File: src/rtl/rls_pkg.sv
package rls_pkg;
  typedef enum logic [1:0] {
    ST_WAIT  = 2'd0,
    ST_LOAD  = 2'd1,
    ST_READY = 2'd2
  } seq_state_e;
endpackage

File: src/rtl/rls_seq_ctrl.sv
module rls_seq_ctrl
  import rls_pkg::*;
#(
  parameter int RESET_CYCLES = 20750,
  parameter int CNT_W        = $clog2(RESET_CYCLES)
) (
  input  logic             clk,
  input  logic             rst,
  input  logic             pwr_good,
  input  logic             clk_present,
  input  logic             soft_req,
  output seq_state_e       state,
  output logic [CNT_W-1:0] cnt,
  output logic             busy,
  output logic             done
);
  localparam logic [CNT_W-1:0] LAST = CNT_W'(RESET_CYCLES - 1);

  always_ff @(posedge clk) begin
    if (rst || !pwr_good) begin
      state <= ST_WAIT;
      cnt   <= '0;
      busy  <= 1'b0;
      done  <= 1'b0;
    end else begin
      case (state)
        ST_WAIT: begin
          if (clk_present) begin
            state <= ST_LOAD;
            cnt   <= '0;
            busy  <= 1'b1;
          end
        end
        ST_LOAD: begin
          if (cnt == LAST) begin
            state <= ST_READY;
            busy  <= 1'b0;
            done  <= 1'b1;
          end else begin
            cnt <= cnt + 1'b1;
          end
        end
        ST_READY: begin
          if (soft_req) begin
            state <= ST_LOAD;
            cnt   <= '0;
            busy  <= 1'b1;
            done  <= 1'b0;
          end
        end
        default: state <= ST_WAIT;
      endcase
    end
  end

  assert_start_gated_R2: assert property (@(posedge clk) disable iff (rst)
    (state == ST_WAIT && !(pwr_good && clk_present)) |=> !busy);
  assert_flags_exclusive_R3: assert property (@(posedge clk) disable iff (rst)
    !(busy && done));
  assert_window_bound_R3: assert property (@(posedge clk) disable iff (rst)
    busy |-> (int'(cnt) < RESET_CYCLES));
  assert_supply_loss_R9: assert property (@(posedge clk) disable iff (rst)
    !pwr_good |=> (!busy && !done));
  assert_done_holds_R10: assert property (@(posedge clk) disable iff (rst)
    (done && pwr_good && !soft_req) |=> done);
endmodule

File: src/rtl/rls_fetch.sv
module rls_fetch #(
  parameter int NUM_REGS = 16,
  parameter int RA_W     = $clog2(NUM_REGS),
  parameter int CNT_W    = 16
) (
  input  logic             clk,
  input  logic             rst,
  input  logic             busy,
  input  logic [CNT_W-1:0] cnt,
  output logic             rom_rd,
  output logic [RA_W-1:0]  rom_addr,
  output logic             fill_vld,
  output logic [RA_W-1:0]  fill_addr
);
  localparam logic [CNT_W-1:0] FETCH_END = CNT_W'(NUM_REGS);

  always_comb begin
    rom_rd   = busy && (cnt < FETCH_END);
    rom_addr = cnt[RA_W-1:0];
  end

  always_ff @(posedge clk) begin
    if (rst) begin
      fill_vld  <= 1'b0;
      fill_addr <= '0;
    end else begin
      fill_vld  <= rom_rd;
      fill_addr <= rom_addr;
    end
  end

  assert_fetch_range_R4: assert property (@(posedge clk) disable iff (rst)
    rom_rd |-> (int'(rom_addr) < NUM_REGS));
  assert_fetch_ascending_R4: assert property (@(posedge clk) disable iff (rst)
    (fill_vld && $past(fill_vld)) |-> (fill_addr == $past(fill_addr) + 1'b1));
endmodule

File: src/rtl/rls_regfile.sv
module rls_regfile #(
  parameter int NUM_REGS = 16,
  parameter int DATA_W   = 8,
  parameter int RA_W     = $clog2(NUM_REGS)
) (
  input  logic              clk,
  input  logic              we,
  input  logic [RA_W-1:0]   waddr,
  input  logic [DATA_W-1:0] wdata,
  input  logic [RA_W-1:0]   raddr,
  output logic [DATA_W-1:0] rdata
);
  logic [DATA_W-1:0] mem [NUM_REGS];

  always_ff @(posedge clk) begin
    if (we) mem[waddr] <= wdata;
    rdata <= mem[raddr];
  end
endmodule

File: src/rtl/rst_load_seq.sv
module rst_load_seq
  import rls_pkg::*;
#(
  parameter int          NUM_REGS     = 16,
  parameter int          DATA_W       = 8,
  parameter int          ADDR_W       = 5,
  parameter int          RESET_CYCLES = 20750,
  parameter int          SFR_ADDR     = 16,
  parameter int          MAGIC        = 8'h5A,
  parameter int          RA_W         = $clog2(NUM_REGS)
) (
  input  logic              clk,
  input  logic              rst,
  input  logic              pwr_good,
  input  logic              clk_present,
  input  logic              wr_en,
  input  logic [ADDR_W-1:0] wr_addr,
  input  logic [DATA_W-1:0] wr_data,
  input  logic [RA_W-1:0]   rd_addr,
  output logic [DATA_W-1:0] rd_data,
  output logic              rom_rd,
  output logic [RA_W-1:0]   rom_addr,
  input  logic [DATA_W-1:0] rom_data,
  output logic              busy,
  output logic              done
);
  localparam int CNT_W = $clog2(RESET_CYCLES);
  localparam logic [ADDR_W-1:0] SFR_A   = ADDR_W'(SFR_ADDR);
  localparam logic [ADDR_W-1:0] REG_END = ADDR_W'(NUM_REGS);
  localparam logic [DATA_W-1:0] KEY     = DATA_W'(MAGIC);

  initial begin
    if (RESET_CYCLES < NUM_REGS + 2) $error("reset window shorter than the copy");
    if (SFR_ADDR < NUM_REGS) $error("special address overlaps registers");
  end

  seq_state_e       state;
  logic [CNT_W-1:0] cnt;
  logic             soft_req, user_we;
  logic             fill_vld;
  logic [RA_W-1:0]  fill_addr;
  logic             rf_we;
  logic [RA_W-1:0]  rf_waddr;
  logic [DATA_W-1:0] rf_wdata;

  always_comb begin
    soft_req = wr_en && done && (wr_addr == SFR_A) && (wr_data == KEY);
    user_we  = wr_en && done && (wr_addr < REG_END);
    rf_we    = fill_vld || user_we;
    rf_waddr = fill_vld ? fill_addr : wr_addr[RA_W-1:0];
    rf_wdata = fill_vld ? rom_data  : wr_data;
  end

  rls_seq_ctrl #(.RESET_CYCLES(RESET_CYCLES), .CNT_W(CNT_W)) i_ctrl (
    .clk(clk), .rst(rst), .pwr_good(pwr_good), .clk_present(clk_present),
    .soft_req(soft_req), .state(state), .cnt(cnt), .busy(busy), .done(done)
  );

  rls_fetch #(.NUM_REGS(NUM_REGS), .RA_W(RA_W), .CNT_W(CNT_W)) i_fetch (
    .clk(clk), .rst(rst), .busy(busy), .cnt(cnt), .rom_rd(rom_rd),
    .rom_addr(rom_addr), .fill_vld(fill_vld), .fill_addr(fill_addr)
  );

  rls_regfile #(.NUM_REGS(NUM_REGS), .DATA_W(DATA_W), .RA_W(RA_W)) i_regs (
    .clk(clk), .we(rf_we), .waddr(rf_waddr), .wdata(rf_wdata),
    .raddr(rd_addr), .rdata(rd_data)
  );

  assert_restart_R7: assert property (@(posedge clk) disable iff (rst)
    (soft_req && pwr_good) |=> (busy && !done));
  assert_no_user_write_busy_R6: assert property (@(posedge clk) disable iff (rst)
    (busy && wr_en) |=> (busy || done || !$past(pwr_good)) && (state != ST_READY || $past(cnt) == CNT_W'(RESET_CYCLES - 1)));
  assert_idle_no_rom_R1: assert property (@(posedge clk) disable iff (rst)
    !busy |-> !rom_rd);
endmodule

File: config.mk
export PLATFORM = sky130hd
export DESIGN_NAME = rst_load_seq
export DESIGN_NICKNAME = d
export VERILOG_FILES = /design/src/rtl/rls_pkg.sv /design/src/rtl/rls_seq_ctrl.sv /design/src/rtl/rls_fetch.sv /design/src/rtl/rls_regfile.sv /design/src/rtl/rst_load_seq.sv
export SDC_FILE = /design/constraint.sdc
export NUM_CORES = 1
export LEC_CHECK = 0
export BUFFER_PORTS_ARGS = -buffer_cell sky130_fd_sc_hd__buf_4
export CELL_PAD_IN_SITES_DETAIL_PLACEMENT = 2
export CELL_PAD_IN_SITES_GLOBAL_PLACEMENT = 2
export CORE_MARGIN = 3
export CORE_UTILIZATION = 40
export DETAILED_ROUTE_END_ITERATION = 7
export PLACE_DENSITY = 0.85
export SLEW_MARGIN = 10
export SYNTH_ARGS = -nofsm -noshare
export SYNTH_HDL_FRONTEND = slang
export SYNTH_SLANG_ARGS = --single-unit
File: constraint.sdc
create_clock -name clk -period 2.3 [get_ports clk]
set_input_delay 0 -clock clk [delete_from_list [all_inputs] [get_ports clk]]
set_output_delay 0 -clock clk [all_outputs]
set_load 0.005 [all_outputs]
==> out/qor.csv, run 1 <==
stage,metric,value,unit
status,status,"complete, no violations",
place,place.gp.congestion,0.818,
die,die_width,134,um
sta,setup_ws,0.0830,ns
sta,fmax,451,MHz
sta,finClkSkew,0.00780,ns
detailed_routing,drtIter0Drc,211,
clocking,insertion_delay,0.43,ns
finish,final_common_cell,edfxtp_1,
yosys,synth_compound_area_frac,0.0420,
yosys,synth_fp_nets,429,
power,power,6.61,mW
place,pre_cts_ws,0.128,ns
global_routing,overflow,0,
worst_setup_path,max_stage_delay,0.57,ns
sta,finalSetupViolations,0,
yosys,synth-adder-area-share,0.0133,
worst_setup_path,cpMostUsedCell,or4_4,
detailed_routing,post_drt_wl_per_cell,27.5,um
die,boundaryPins,45,
power,ir_worst_vdd,0.558,mV
clocking,clkTransAtPathRegs,0.07,ns
global_routing,first_global_vias,4460,
clocking,tritoncts,built,
worst_setup_path,cp_slowest_cell,or4_4,
finish,antenna_cells,0,
die,start_util,0.411,
clocking,numCtsBuffers,17,
die,placementRows,46,
yosys,synth.distinct_cells,43,
sta,maxSlewViolCount,0,
sta,fin_crit,2.22,ns
place,postPlaceCellArea,7320,sq um
finish,fin_util,0.499,
clocking,cts_setup_buffers,0,
worst_setup_path,path_cells,or4_4 -> or4_4 -> a31oi_2 -> buf_4 -> o21ai_0 -> o31ai_1,
clocking,cts_sinks,160,
power,p_per_area,828,nW/um^2
yosys,ys_seq_area_frac,0.681,
sta,max-slew-margin-rel,0.554,
die,die_h,134,um
yosys,ys_top_cells_by_area,"edfxtp_1, mux4_2, dfxtp_1",
yosys,synth_simple_gate_area_share,0.0855,
sta,hold_viol,0,
detailed_routing,avgViaCountPerCell,5.62,
global_routing,grt_max_degree,33,
yosys,synthFlopType,edfxtp_1,
finish,nets,504,
sta,tightest_slew,0.670,ns
worst_setup_path,critPathMaxFanout,6,
detailed_routing,firstDrtPassIters,4,
worst_setup_path,critPathCaptureType,flop,
sta,rsz0062_at_grt,false,
worst_setup_path,critPathTopFamily,simple AND/OR/NAND/NOR gates,
flow_run,maxCapViolCount,0,
finish,final_cell_mix,"edfxtp_1, buf_4, mux4_2",
clocking,clockBufferDepth,2,
finish,syn_to_final_growth,21.2,%
worst_hold_path,hold_path.class,input pin to flop,
place,hpwl,13100,um
global_routing,antenna_found_initial,0,
detailed_routing,route.detailed.drc,0,
yosys,yosys.area.top_type,edfxtp_1,
worst_setup_path,cp-start-kind,flop,
detailed_routing,routed_wirelength,19200,um
yosys,synth_top_family_by_area,multiplexers,
yosys,synth.avg_cell_area,16.8,sq um
clocking,cts_max_level,4,
die,core_area,16000,sq um
worst_setup_path,crit_buf_inv,1,
sta,finalCritPeriodShare,0.964,
yosys,muxShareOfSynthArea,0.154,
power,p_leak,2.70,nW
yosys,synthXorXnorAreaFrac,0.00266,
place,port-buffer-count,44,
worst_setup_path,cp.arrival,2.55,ns
global_routing,grt_util_all_layers,0.226,
yosys,synth_edf_count,128,
clocking,root_buffer,clkbuf_16,
yosys,ys_seq_elements,160,
finish,design_area,7980,sq um
yosys,netlist_area,6580,sq um
yosys,synth.top_cell.area_share,0.584,
worst_setup_path,required,2.63,ns
detailed_routing,num_vias,3910,
yosys,async_flop_share,0,
die,dieArea,18000,sq um
global_routing,grt_first_pass_wirelength,29200,um
finish,drive_above_1_share,0.329,
worst_setup_path,crit_type,flop to flop,
sta,tns,0,ns
yosys,synth_warnings,0,
yosys,postSynthCellCount,392,
detailed_routing,drtAntennaViolNets,0,
-- synthesized netlist by cell type, drive strengths merged, types with 2 or more instances --
cell,instances
edfxtp,128
mux4,40
dfxtp,32
nor2,28
nand2,20
nand3,19
buf,16
mux2,9
inv,8
o21ai,8
a31oi,7
ha,7
nor3,7
or4,7
clkbuf,6
o31ai,6
o41ai,6
a21oi,5
nand4,5
nor2b,5
and3,3
nand2b,3
a41oi,2
nand4bb,2
nor4,2
or3,2
or4b,2
xor2,2
-- routing by layer --
layer	part of all wire	global-route usage
met3	0.034	0.0413
met1	0.39	0.263
met2	0.57	0.422
met4	0.013	0.0673
met5	0	0
-- worst paths after layout --
kind / cells after the start / slack, ns / to / startpoint
worst max register to register: 6 / 0.08 / i_ctrl.cnt[3] / i_ctrl.cnt[10]
worst max-delay path: 6 / 0.08 / i_ctrl.cnt[3] / i_ctrl.cnt[10]
worst min register to register: 1 / 0.51 / i_ctrl.cnt[9] / i_ctrl.cnt[9]
worst min-delay path: 2 / 0.06 / i_regs.rdata[2] / rd_addr[2]
-- cell type report --
| class | instances | area [sq um] |
|---|---|---|
| well taps | 216 | 270 |
| flip-flops and latches | 160 | 4480 |
| inverters | 8 | 30.0 |
| clock inverters | 14 | 198 |
| multi-input cells | 202 | 1960 |
| clock buffers | 18 | 429 |
| fillers | 1513 | 8020 |
| repair buffers | 78 | 603 |
-- flip-flops by register name (all words and copies together), names as in the netlist --
| signal | cells |
|---|---|
| i_fetch.fill_vld | 1 |
| i_ctrl.cnt | 15 |
| i_ctrl.state | 2 |
| i_regs.mem | 128 |
| i_fetch.fill_addr | 4 |
| i_ctrl.busy | 1 |
| i_ctrl.done | 1 |
| i_regs.rdata | 8 |
-- cells by family after synthesis --
kind of cell	Yosys count
simple gates	106
compound gates	37
flops	160
fa+ha+maj	7
xor+xnor	2
mux	50
buf+inv	30
-- power breakdown --
group	internal [mW]	switching [mW]	total [mW]
Sequential	3.17	0.0205	3.19
Clock	1.75	1.26	3.02
Combinational	0.183	0.224	0.407
Total	5.10	1.51	6.61
-- metrics by stage --
step,std cells,hold WS [ns]
2_1_floorplan,392,0.0667
3_3_place_gp,662,0.245
3_5_place_dp,662,0.247
4_1_cts,696,0.0510
5_1_grt,696,0.0780
6_report,696,0.0579
-- repair_timing --
item	CTS	global route
endpoints found under the setup margin	0	3
gates resized for setup	0	2
hold endpoints to repair	13	0
hold buffers	2	0
No activity file was read; power rests on OpenSTA's default activity.
==> run 2, diff against run 1 <==
Settings changed: REMOVE_ABC_BUFFERS from default to 1.
==> run 2 against run 1 <==
Setup slack gained 0.0027 ns. Count of clock-buffer cells in the layout is the same. Maximum frequency up 0.12%. Wire length fell by 2.9%. Non-clock buffer count increased by 1. Cell count up 0.14%. Sequential share of layout area up 0.26 points. Critical endpoint unchanged. Largest cell class unchanged. Highest routed layer unchanged.
==> out/qor.csv, run 2 (synthesized netlist as in run 1, its figures left out) <==
stage,metric,value,unit
status,status,"complete, no violations",
sta,rsz0062_at_grt,false,
clocking,insertion_delay,0.43,ns
detailed_routing,drtAntennaViolNets,0,
finish,nets,505,
worst_setup_path,r2r_start,i_ctrl.cnt[4],
finish,design_area,7940,sq um
power,p_per_area,782,nW/um^2
worst_setup_path,required,2.63,ns
die,start_util,0.411,
worst_hold_path,holdPathStages,2,
global_routing,first_global_vias,4416,
sta,fmax,452,MHz
worst_setup_path,crit_type,flop to flop,
clocking,numCtsBuffers,17,
finish,antenna_cells,0,
clocking,root_buffer,clkbuf_16,
clocking,tritoncts,built,
worst_setup_path,r2r.worst_path.cells,5,
sta,fin_crit,2.21,ns
global_routing,antenna_found_initial,0,
worst_setup_path,cp.arrival,2.54,ns
clocking,cts_setup_buffers,0,
die,die_h,134,um
worst_setup_path,worstSetupStartpoint,i_ctrl.cnt[4],
global_routing,grt_util_all_layers,0.218,
clocking,clockBufferDepth,2,
die,dieArea,18000,sq um
finish,num-fill-cells,1487,
sta,finClkSkew,0.00887,ns
sta,finalSetupViolations,0,
sta,hold_viol,0,
power,power,6.21,mW
detailed_routing,routed_wirelength,18600,um
place,postPlaceCellArea,7330,sq um
clocking,cts_max_level,4,
finish,fin_util,0.496,
sta,finalCritPeriodShare,0.963,
detailed_routing,drtIter0Drc,288,
detailed_routing,post_drt_wl_per_cell,26.7,um
place,place.gp.congestion,0.843,
worst_setup_path,critPathMaxFanout,6,
detailed_routing,route.detailed.drc,0,
finish,finalNonFillerCells,697,
sta,tightest_slew,0.865,ns
global_routing,overflow,0,
place,port-buffer-count,44,
global_routing,grt_max_degree,33,
die,die_width,134,um
die,boundaryPins,45,
die,placementRows,46,
detailed_routing,firstDrtPassIters,5,
worst_setup_path,ff2ff_setup_slack,0.09,ns
sta,tns,0,ns
die,core_area,16000,sq um
place,place_inst,663,
global_routing,grt_first_pass_wirelength,28600,um
sta,setup_ws,0.0856,ns
finish,drive_above_1_share,0.337,
worst_setup_path,critPathCaptureType,flop,
finish,multi_input_area,2000,sq um
worst_setup_path,cp-start-kind,flop,
place,hpwl,13300,um
worst_hold_path,hold_path.class,input pin to flop,
sta,maxSlewViolCount,0,
detailed_routing,avgViaCountPerCell,5.58,
finish,final_cell_mix,"edfxtp_1, buf_4, mux4_2",
sta,max-slew-margin-rel,0.421,
sta,hold_slack,0.0492,ns
finish,regArea,4480,sq um
worst_setup_path,worst_r2r_endpoint,i_ctrl.cnt[3],
worst_setup_path,cp-endpoint,i_ctrl.cnt[3],
power,ir_worst_vdd,0.547,mV
flow_run,maxCapViolCount,0,
power,p_leak,2.66,nW
finish,syn_to_final_growth,20.7,%
finish,reg_top3,"i_regs.mem x128, i_ctrl.cnt x15, i_regs.rdata x8",
clocking,cts_sinks,160,
place,pre_cts_ws,-0.0921,ns
finish,final_common_cell,edfxtp_1,
finish,top_register,i_regs.mem,
clocking,clkTransAtPathRegs,0.07,ns
detailed_routing,num_vias,3892,
finish,largest_register_ff_count,128,
-- run 2: cell count changes in the layout (fill, tap and decap cells not counted), sizes merged --
cell	delta
inv	-2
bufinv	-3
clkinv	+2
clkinvlp	+3
buf	+1
-- run 2: power breakdown --
group          total, mW  switching (mW)  internal, mW
logic              0.416           0.228         0.188
registers           3.18          0.0161          3.17
clock network       2.62            1.19          1.42
-- run 2: critical path: stages (launching register included) --
cell and delay (ns):
dfxtp_1 0.37, or4_4 0.59, or4_4 0.59, a31oi_4 0.25, o21ai_0 0.18, o31ai_1 0.12
-- run 2: layout make-up --
cell class                 instances  area share
timing repair buffer              79      0.0769
inverter                           8     0.00378
clock buffer                      18      0.0553
clock inverter                    14      0.0134
sequential                       160       0.565
tap                              216      0.0340
multi-input combinational        202       0.252
-- run 2: how the worst min path moves through the flow --
stage               start                   end  slack [ns]
3_3_place_gp          rst  i_fetch.fill_addr[3]        0.24
4_1_cts          pwr_good         i_ctrl.cnt[1]        0.03
3_5_place_dp          rst  i_fetch.fill_addr[2]        0.25
5_1_grt        rd_addr[2]       i_regs.rdata[1]        0.07
2_1_floorplan         rst  i_fetch.fill_addr[1]        0.07
6_report       rd_addr[2]       i_regs.rdata[0]        0.05
-- run 2: routing by layer --
layer,GRT usage,up-vias,part of all wire
met3,0.0338,23,0.031
met4,0.0718,0,0.016
met5,0,-,0
li1,-,1726,-
met1,0.283,2054,0.42
met2,0.377,89,0.53
-- run 2: what timing repair did --
action,4_1_cts,5_1_grt
setup endpoints to repair,6,30
hold buffers,2,0
resized for setup,2,8
hold endpoints to repair,13,0
pin swaps,0,1
==> run 3, diff against run 2 <==
Settings changed: CORE_UTILIZATION 40 to 42, CTS_BUF_LIST from default to sky130_fd_sc_hd__clkbuf_8, PLACE_DENSITY 0.85 to 0.89.
==> run 3 against run 2 <==
Clock power down 18%. Critical path type unchanged. Count of clock-buffer cells in the layout down 1. Clock skew up 0.0011 ns. Cell count down 0.29%. Sequential power about the same. Hold slack better by 0.0033 ns. Combinational power up 1%. Setup slack better by 0.0045 ns.
==> out/qor.csv, run 3 (synthesized netlist as in run 1, its figures left out) <==
stage,metric,value,unit
clocking,insertion_delay,0.47,ns
sta,max-slew-margin-rel,0.525,
place,port-buffer-count,44,
sta,finClkSkew,0.0100,ns
worst_setup_path,path_cells,nand4bb_1 -> o41ai_4 -> buf_4 -> and3_2 -> nand3_2 -> o41ai_1,
die,boundaryPins,45,
worst_setup_path,critPathCaptureType,flop,
place,pre_cts_ws,0.0745,ns
sta,tns,0,ns
power,ir_worst_vdd,0.374,mV
worst_hold_path,whs_endpoint,i_ctrl.state[1],
worst_setup_path,critPathMaxFanout,6,
sta,finalCritPeriodShare,0.961,
worst_setup_path,cp.arrival,2.55,ns
finish,num-fill-cells,1370,
power,power,5.76,mW
worst_setup_path,critPathTopFamily,compound AO/OA/AOI/OAI gates,
finish,final_cell_mix,"edfxtp_1, buf_4, mux4_2",
worst_hold_path,hold_path.class,input pin to flop,
worst_setup_path,worst_r2r_endpoint,i_ctrl.cnt[6],
worst_setup_path,crit_buf_inv,1,
global_routing,grt_first_pass_wirelength,29600,um
finish,syn_to_final_growth,18.4,%
global_routing,grt_util_all_layers,0.235,
worst_hold_path,holdPathStages,4,
sta,rsz0062_at_grt,false,
worst_setup_path,max_stage_delay,0.51,ns
sta,tightest_slew,0.713,ns
worst_hold_path,holdCritStartpoint,clk_present,
worst_setup_path,r2r.worst_path.cells,6,
detailed_routing,post_drt_wl_per_cell,28.0,um
detailed_routing,route.detailed.drc,0,
place,place.gp.congestion,0.800,
place,postPlaceCellArea,7330,sq um
clocking,clkTransAtPathRegs,0.09,ns
die,start_util,0.431,
place,hpwl,13500,um
finish,nets,508,
sta,hold_viol,0,
finish,drive_above_1_share,0.329,
worst_setup_path,cp_slowest_cell,o41ai_4,
detailed_routing,firstDrtPassIters,5,
sta,finalSetupViolations,0,
finish,antenna_cells,0,
clocking,root_buffer,clkbuf_8,
worst_setup_path,r2r_start,i_ctrl.done,
detailed_routing,num_vias,3921,
die,dieArea,17200,sq um
detailed_routing,routed_wirelength,19400,um
power,p_per_area,739,nW/um^2
die,core_area,15300,sq um
detailed_routing,drtAntennaViolNets,0,
finish,largest_register_ff_count,128,
clocking,clockBufferDepth,2,
finish,design_area,7790,sq um
power,p_leak,2.63,nW
worst_setup_path,required,2.64,ns
sta,fmax,453,MHz
sta,maxSlewViolCount,0,
clocking,numCtsBuffers,17,
finish,final_common_cell,edfxtp_1,
worst_setup_path,ff2ff_setup_slack,0.09,ns
clocking,cts_sinks,160,
die,placementRows,45,
global_routing,antenna_found_initial,0,
detailed_routing,drtIter0Drc,243,
finish,reg_top3,"i_regs.mem x128, i_ctrl.cnt x15, i_regs.rdata x8",
status,status,"complete, no violations",
flow_run,maxCapViolCount,0,
die,die_h,131,um
worst_setup_path,cp-start-kind,flop,
clocking,cts_setup_buffers,0,
worst_setup_path,crit_type,flop to flop,
sta,setup_ws,0.0901,ns
clocking,tritoncts,built,
sta,fin_crit,2.21,ns
die,die_width,131,um
global_routing,overflow,0,
detailed_routing,avgViaCountPerCell,5.64,
clocking,cts_max_level,4,
global_routing,first_global_vias,4526,
finish,top_register,i_regs.mem,
global_routing,grt_max_degree,33,
-- run 3: cell types whose count changed in the layout (fill, tap and decap cells not counted), sizes merged --
cell	change
clkbuf	-1
bufinv	+3
buf	+1
dlygate4sd3	+2
clkinvlp	-2
-- run 3: report_power, final --
| group | switching (mW) | leakage, nW | internal, mW |
|---|---|---|---|
| clock | 1.09 | 0.214 | 1.07 |
| sequential | 0.0157 | 1.41 | 3.16 |
| combinational | 0.235 | 1.01 | 0.187 |
| total | 1.34 | 2.63 | 4.42 |
-- run 3: cell type report --
type | count | area (sq um) | share of cell area
well taps | 211 | 264 | 0.0339
multi-input cells | 202 | 1970 | 0.253
clock inverters | 15 | 171 | 0.0220
repair buffers | 82 | 638 | 0.0819
clock buffers | 17 | 234 | 0.0300
flip-flops and latches | 160 | 4480 | 0.575
inverters | 8 | 30.0 | 0.00385
-- run 3: through the flow --
stage / instances / util / hold slack (ns)
3_5_place_dp: 659 / 0.481 / 0.238
6_report: 695 / 0.511 / 0.0525
2_1_floorplan: 370 / - / 0.0667
4_1_cts: 695 / 0.510 / 0.0252
3_3_place_gp: 659 / 0.481 / 0.227
5_1_grt: 695 / 0.511 / 0.0692
-- run 3: worst max-delay path by stage --
stage                     depth (start not counted)       startpoint              to
final                                             6      i_ctrl.done   i_ctrl.cnt[6]
after global routing                              7  i_ctrl.state[0]  i_ctrl.cnt[11]
after CTS                                         6      i_ctrl.done   i_ctrl.cnt[6]
after detailed placement                          5    i_ctrl.cnt[4]   i_ctrl.cnt[5]
after global placement                            5    i_ctrl.cnt[9]   i_ctrl.cnt[5]
after floorplan                                   5   i_ctrl.cnt[10]   i_ctrl.cnt[5]
-- run 3: layer usage --
| metal | track usage | vias to the layer above | part of all wire |
|---|---|---|---|
| met1 | 0.291 | 2064 | 0.41 |
| met5 | 0 | - | 0 |
| met3 | 0.0471 | 29 | 0.032 |
| met4 | 0.0688 | 0 | 0.018 |
| li1 | - | 1721 | - |
| met2 | 0.420 | 107 | 0.54 |
-- run 3: repair_timing --
| action | CTS | global route |
|---|---|---|
| hold buffers | 4 | 0 |
| gates resized for setup | 0 | 3 |
| endpoints found under the setup margin | 0 | 6 |
| hold endpoints to repair | 13 | 0 |
-- run 3: worst register-to-register path: stages, from the launching register on --
cell,delay (ns)
dfxtp_1,0.39
nand4bb_1,0.21
o41ai_4,0.51
buf_4,0.22
and3_2,0.26
nand3_2,0.15
o41ai_1,0.35
